[config.mk]
export PLATFORM = sky130hd
export DESIGN_NAME = vsix_interp
export DESIGN_NICKNAME = d
export VERILOG_FILES = /design/src/rtl/vsix_pkg.sv /design/src/rtl/vsix_tap.sv /design/src/rtl/vsix_window.sv /design/src/rtl/vsix_ctrl.sv /design/src/rtl/vsix_interp.sv
export SDC_FILE = /design/constraint.sdc
export NUM_CORES = 2
export LEC_CHECK = 0
export ABC_AREA = 0
export BUFFER_PORTS_ARGS = -buffer_cell sky130_fd_sc_hd__buf_4
export CAP_MARGIN = 20
export CORE_ASPECT_RATIO = 0.75
export CORE_MARGIN = 3
export CORE_UTILIZATION = 64
export DETAILED_ROUTE_END_ITERATION = 6
export MAX_ROUTING_LAYER = met4
export PLACE_DENSITY = 0.89
export SLEW_MARGIN = 40
export SYNTH_ARGS = -nofsm -noshare
export SYNTH_HDL_FRONTEND = slang
export SYNTH_SLANG_ARGS = --single-unit
[constraint.sdc]
create_clock -name clk -period 7.3 [get_ports clk]
set_input_delay 0.73 -clock clk [delete_from_list [all_inputs] [get_ports clk]]
set_output_delay 0.73 -clock clk [all_outputs]
set_load 0.05 [all_outputs]
[src/rtl/vsix_pkg.sv]
package vsix_pkg;
  localparam int unsigned TAPS = 6;

  // Map a 2-bit size code onto a count: 0 -> quarter, 1 -> half, else full.
  function automatic int unsigned span_of(input logic [1:0] code, input int unsigned full);
    case (code)
      2'd0:    return full / 4;
      2'd1:    return full / 2;
      default: return full;
    endcase
  endfunction
endpackage

[src/rtl/vsix_tap.sv]
module vsix_tap #(
  parameter int PIX_W = 8
) (
  input  logic [PIX_W-1:0] p0,
  input  logic [PIX_W-1:0] p1,
  input  logic [PIX_W-1:0] p2,
  input  logic [PIX_W-1:0] p3,
  input  logic [PIX_W-1:0] p4,
  input  logic [PIX_W-1:0] p5,
  output logic [PIX_W-1:0] q
);
  localparam int ACC_W = PIX_W + 8;
  localparam logic signed [ACC_W-1:0] K5   = ACC_W'(5);
  localparam logic signed [ACC_W-1:0] K20  = ACC_W'(20);
  localparam logic signed [ACC_W-1:0] KRND = ACC_W'(16);
  localparam logic signed [ACC_W-1:0] KMAX = ACC_W'((1 << PIX_W) - 1);

  function automatic logic signed [ACC_W-1:0] ext(input logic [PIX_W-1:0] v);
    return $signed({{(ACC_W-PIX_W){1'b0}}, v});
  endfunction

  logic signed [ACC_W-1:0] sum, shifted;

  always_comb begin
    sum     = ext(p0) + ext(p5) - K5 * (ext(p1) + ext(p4)) + K20 * (ext(p2) + ext(p3)) + KRND;
    shifted = sum >>> 5;
    if (shifted < 0)         q = '0;
    else if (shifted > KMAX) q = '1;
    else                     q = shifted[PIX_W-1:0];
  end
endmodule

[src/rtl/vsix_window.sv]
module vsix_window #(
  parameter int ROW_W = 128,
  parameter int DEPTH = 5
) (
  input  logic                        clk,
  input  logic                        rst_n,
  input  logic                        shift,
  input  logic [ROW_W-1:0]            din,
  output logic [DEPTH-1:0][ROW_W-1:0] rows
);
  // rows[0] is the oldest (top) row, rows[DEPTH-1] the newest.
  for (genvar i = 0; i < DEPTH; i++) begin : g_stage
    always_ff @(posedge clk or negedge rst_n) begin
      if (!rst_n)     rows[i] <= '0;
      else if (shift) rows[i] <= (i == DEPTH - 1) ? din : rows[(i + 1) % DEPTH];
    end
  end
endmodule

[src/rtl/vsix_ctrl.sv]
module vsix_ctrl
  import vsix_pkg::*;
#(
  parameter int LANES = 16,
  parameter int MAX_H = 16,
  parameter int CNT_W = 5,
  parameter int LW    = 5
) (
  input  logic             clk,
  input  logic             rst_n,
  input  logic             start,
  input  logic [1:0]       cfg_width,
  input  logic [1:0]       cfg_height,
  input  logic             in_fire,
  input  logic             out_fire,
  output logic             busy,
  output logic             done,
  output logic             room,
  output logic             emit,
  output logic [LANES-1:0] lane_en
);
  logic [LW-1:0]    width_q;
  logic [CNT_W-1:0] height_q, in_cnt, out_cnt;

  always_ff @(posedge clk or negedge rst_n) begin
    if (!rst_n) begin
      busy     <= 1'b0;
      done     <= 1'b0;
      width_q  <= '0;
      height_q <= '0;
      in_cnt   <= '0;
      out_cnt  <= '0;
    end else begin
      done <= 1'b0;
      if (start && !busy) begin
        busy     <= 1'b1;
        width_q  <= LW'(span_of(cfg_width, LANES));
        height_q <= CNT_W'(span_of(cfg_height, MAX_H));
        in_cnt   <= '0;
        out_cnt  <= '0;
      end else if (busy) begin
        if (in_fire) in_cnt <= in_cnt + CNT_W'(1);
        if (out_fire) begin
          out_cnt <= out_cnt + CNT_W'(1);
          if (out_cnt == height_q - CNT_W'(1)) begin
            busy <= 1'b0;
            done <= 1'b1;
          end
        end
      end
    end
  end

  assign room = in_cnt < (height_q + CNT_W'(TAPS - 1));
  assign emit = in_fire && (in_cnt >= CNT_W'(TAPS - 1));

  for (genvar l = 0; l < LANES; l++) begin : g_lane_en
    assign lane_en[l] = LW'(l) < width_q;
  end
endmodule

[src/rtl/vsix_interp.sv]
module vsix_interp
  import vsix_pkg::*;
#(
  parameter int PIX_W = 8,
  parameter int LANES = 16,
  parameter int MAX_H = 16
) (
  input  logic                   clk,
  input  logic                   rst_n,
  input  logic                   start,
  input  logic [1:0]             cfg_width,
  input  logic [1:0]             cfg_height,
  input  logic                   in_valid,
  output logic                   in_ready,
  input  logic [LANES*PIX_W-1:0] in_row,
  output logic                   out_valid,
  input  logic                   out_ready,
  output logic [LANES*PIX_W-1:0] out_row,
  output logic                   busy,
  output logic                   done
);
  localparam int ROW_W = LANES * PIX_W;
  localparam int CNT_W = $clog2(MAX_H + TAPS);
  localparam int LW    = $clog2(LANES + 1);

  logic in_fire, out_fire, room, emit;
  logic [LANES-1:0] lane_en;
  logic [TAPS-2:0][ROW_W-1:0] win;
  logic [ROW_W-1:0] filt, masked;

  assign in_ready = busy && room && (!out_valid || out_ready);
  assign in_fire  = in_valid && in_ready;
  assign out_fire = out_valid && out_ready;

  vsix_ctrl #(.LANES(LANES), .MAX_H(MAX_H), .CNT_W(CNT_W), .LW(LW)) u_ctrl (
    .clk(clk), .rst_n(rst_n), .start(start), .cfg_width(cfg_width), .cfg_height(cfg_height),
    .in_fire(in_fire), .out_fire(out_fire), .busy(busy), .done(done),
    .room(room), .emit(emit), .lane_en(lane_en)
  );

  vsix_window #(.ROW_W(ROW_W), .DEPTH(TAPS - 1)) u_win (
    .clk(clk), .rst_n(rst_n), .shift(in_fire), .din(in_row), .rows(win)
  );

  // The incoming row is the bottom tap; the window supplies the five above it.
  for (genvar l = 0; l < LANES; l++) begin : g_lane
    vsix_tap #(.PIX_W(PIX_W)) u_tap (
      .p0(win[0][l*PIX_W +: PIX_W]), .p1(win[1][l*PIX_W +: PIX_W]),
      .p2(win[2][l*PIX_W +: PIX_W]), .p3(win[3][l*PIX_W +: PIX_W]),
      .p4(win[4][l*PIX_W +: PIX_W]), .p5(in_row[l*PIX_W +: PIX_W]),
      .q(filt[l*PIX_W +: PIX_W])
    );
    assign masked[l*PIX_W +: PIX_W] = lane_en[l] ? filt[l*PIX_W +: PIX_W] : '0;
  end

  always_ff @(posedge clk or negedge rst_n) begin
    if (!rst_n) begin
      out_valid <= 1'b0;
      out_row   <= '0;
    end else if (emit) begin
      out_valid <= 1'b1;
      out_row   <= masked;
    end else if (out_ready) begin
      out_valid <= 1'b0;
    end
  end
endmodule

==> qor.csv <==
stage,metric,value,unit
grt,number_of_antenna_violations_at_the_first_check_in_global_routing,11,
flow_run,drv_cap,0,
final_layout,most_common_cell_after_layout_fill_and_taps_aside,nand2_1,
timing,worst-slew-pin-transition,0.854,ns
final_layout,area_delta_synth_final,9.80,%
final_layout,layout.nets,9734,
timing,grt_setup_unrepaired,false,
timing,finalHoldViolations,0,
timing,worst_slew_margin_rel,43.1,%
floorplanning,dieWidth,384,um
timing,clock-skew-final,0.0366,ns
timing,finalWorstPathRequiredPeriod,6.75,ns
drt,wirelength,158,mm
worst_setup_path,worst_setup_path_start_kind,flop,
worst_setup_path,timing_worst_setup_path_type,flop to flop,
synth,syn-mean-instance-area,8.79,um^2
worst_setup_path,maximum_net_fanout_on_the_critical_path,5,
floorplanning,dieArea,111000,um^2
grt,pin_count_of_the_biggest_net_entering_global_routing,216,
synth,synth_async_sr_flop_share,100,%
worst_setup_path,cp_data_required_time,7.84,ns
clock_tree,numCtsBuffers,84,
worst_hold_path,hold_path_class,input pin to flop,
final_layout,layout-drive-gt1-share,5.95,%
floorplanning,rows,103,
clock_tree,cts.sinks,787,
clock_tree,cts_buffer_depth,3,
grt,grt_overflow_total,0,
worst_setup_path,critical_path_arrival,7.29,ns
grt,grt_first_pass_wirelength,264,mm
clock_tree,cts.clk_slew.worst_paths,0.07,ns
synth,synth_seq_cells,787,
final_layout,layout_common_cells,"1927 x nand2_1, 1288 x ha_1, 1206 x inv_1",
drt,routedWlPerCell,16.6,um
synth,seq_area_frac_synth,28.7,%
timing,finalMaxSlewViolations,0,
synth,synth_top_flop_cell,dfrtp_1,
placed_design,placed_inst_area,72100,um^2
clock_tree,insertion_delay,0.67,ns
synth,post_synth_num_cell_types,77,
grt,groute.usage.overall,29.5,%
floorplanning,ioPinCount,269,
drt,via_per_inst,5.61,
clock_tree,clock_tree.htree_level_count,3,
placed_design,gp_routability_congestion,0.897,
run_status,status,finished clean,
drt,drt_iter0_drc,3190,
synth,syn_area,68500,um^2
synth,yosysWarningCount,0,
floorplanning,start_util,64.8,%
timing,timing.final.ws_setup,0.550,ns
placed_design,dp.final_hpwl,121,mm
placed_design,worst_slack_after_detailed_placement,0.574,ns
clock_tree,tritoncts,built,
final_layout,fin_area,75200,um^2
synth,synthesis.nets,9511,
placed_design,port_buffers,268,
drt,detail_route.first_pass.iterations,6,
timing,fin_setup_tns,0,ns
drt,drtAntennaViolNets,0,
synth,syn_inst,7798,
worst_setup_path,end_kind,flop,
timing,fin_crit_sh,92.5,%
timing,timing.fmax,0.148,GHz
timing,setup-violations-final,0,
drt,routed-via-count,53385,
floorplanning,area_of_the_placeable_core,106000,um^2
drt,drc,0,
grt,first_global_vias,55038,
synth,synth_edf_count,0,
final_layout,final_layout_fill_cell_count,7441,
clock_tree,clock-root-buffer,clkbuf_16,
clock_tree,cts.repair_timing.setup_buffer_count,0,
floorplanning,die_height,289,um
[worst paths after layout]
kind	from	slack [ns]	endpoint	depth (start not counted)
min in group asynchronous	rst_n	0.57	out_row[102]$_DFFE_PN0P_	2
setup reg to reg	u_win.rows[401]$_DFFE_PN0P_	0.55	out_row[20]$_DFFE_PN0P_	24
hold / removal	in_row[74]	0.26	u_win.rows[586]$_DFFE_PN0P_	3
hold reg to reg	u_win.rows[291]$_DFFE_PN0P_	0.47	u_win.rows[163]$_DFFE_PN0P_	2
setup / recovery	u_win.rows[401]$_DFFE_PN0P_	0.55	out_row[20]$_DFFE_PN0P_	24
max in group asynchronous	rst_n	4.91	u_win.rows[419]$_DFFE_PN0P_	5
[worst max-delay path: stages (launching register included)]
cell,delay [ns]
dfrtp_1,0.43
ha_1,0.31
a21o_1,0.16
a21oi_1,0.29
o21ai_0,0.13
a21oi_1,0.27
xnor2_1,0.20
ha_1,0.27
ha_1,0.36
nor2b_1,0.17
o31ai_1,0.37
nand2_1,0.12
ha_1,0.32
fa_1,0.54
fa_1,0.56
inv_1,0.04
ha_1,0.35
o21a_1,0.22
o21ai_1,0.19
nand2b_1,0.10
and2_1,0.19
a211oi_1,0.30
a2bb2oi_1,0.21
and2_1,0.25
a221o_1,0.28
[cells in the mapped netlist, types with 7 or more instances]
cell,instances,area share [%]
nand2_1,1929,11
ha_1,1288,24
inv_1,1206,6.6
dfrtp_1,787,29
a21oi_1,411,3.0
xnor2_1,353,4.5
fa_1,288,8.4
o21ai_0,197,1.4
a21o_1,170,1.9
clkbuf_1,158,0.87
nor2_1,146,0.80
o21bai_1,138,1.5
xor2_1,121,1.5
a221o_1,89,1.3
o21ai_1,63,0.46
nor3_1,51,0.37
nor2b_1,42,0.38
o21a_1,41,0.45
nand2b_1,38,0.35
nand3_1,38,0.28
a211oi_1,19,0.21
o31a_1,17,0.22
a22oi_1,14,0.15
or3_1,14,0.13
a211o_1,13,0.17
nand4_1,13,0.12
o31ai_1,13,0.14
o41a_1,11,0.18
and3_1,10,0.091
o211ai_1,9,0.099
and2_1,7,0.064
nand3b_1,7,0.077
[final cells by class]
class / instances / area [um^2] / area share (%)
multi-input cells: 5644 / 43700 / 58.2
inverters: 1209 / 4540 / 6.03
clock buffers: 106 / 2320 / 3.08
well taps: 1417 / 1770 / 2.36
flip-flops and latches: 787 / 19700 / 26.2
clock inverters: 48 / 652 / 0.867
diodes: 11 / 27.5 / 0.0366
repair buffers: 295 / 2480 / 3.30
[state kept, by name, summed over array words and instances, names as in the netlist]
name             cells
u_ctrl.height_q      3
u_ctrl.in_cnt        5
u_win.rows         640
u_ctrl.out_cnt       5
u_ctrl.width_q       3
out_valid            1
u_ctrl.done          1
u_ctrl.busy          1
out_row            128
[cell families (layout without fill, tap and decap cells)]
| logic type | after synthesis | in the layout | share of synthesized area [%] |
|---|---|---|---|
| simple gates | 2326 | 2326 | 13.6 |
| fa+ha+maj | 1576 | 1576 | 31.9 |
| buf+inv | 1367 | 1658 | 7.49 |
| compound gates | 1268 | 1268 | 12.2 |
| flops | 787 | 787 | 28.7 |
| xor+xnor | 474 | 474 | 6.06 |
| other cells | 0 | 11 | 0 |
[what timing repair did]
item,in CTS,in global routing
hold buffers,1,0
setup endpoints to repair,0,8
endpoints found under the hold margin,36,0
resized for setup,0,1
[metal layers]
metal / GRT usage, % / wire, um / vias to the layer above
li1: - / - / 25888
met5: - / 0 / -
met1: 38.0 / 69000 / 25733
met4: 10.3 / 5330 / 0
met3: 4.00 / 8240 / 357
met2: 48.2 / 75000 / 1407
[per-stage QoR]
| stage | hold slack, ns | instances | utilization (%) |
|---|---|---|---|
| 6_report | 0.260 | 9517 | 71.2 |
| 5_1_grt | 0.216 | 9517 | 71.2 |
| 4_1_cts | 0.202 | 9501 | 71.0 |
| 3_5_place_dp | 0.464 | 9346 | 68.2 |
| 3_3_place_gp | 0.455 | 9344 | 68.1 |
| 2_1_floorplan | 0.434 | 7798 | - |
Power is left out: the tool's default activity adds up to more than one toggle a clock period on the data nets, which glitch-free logic cannot reach.
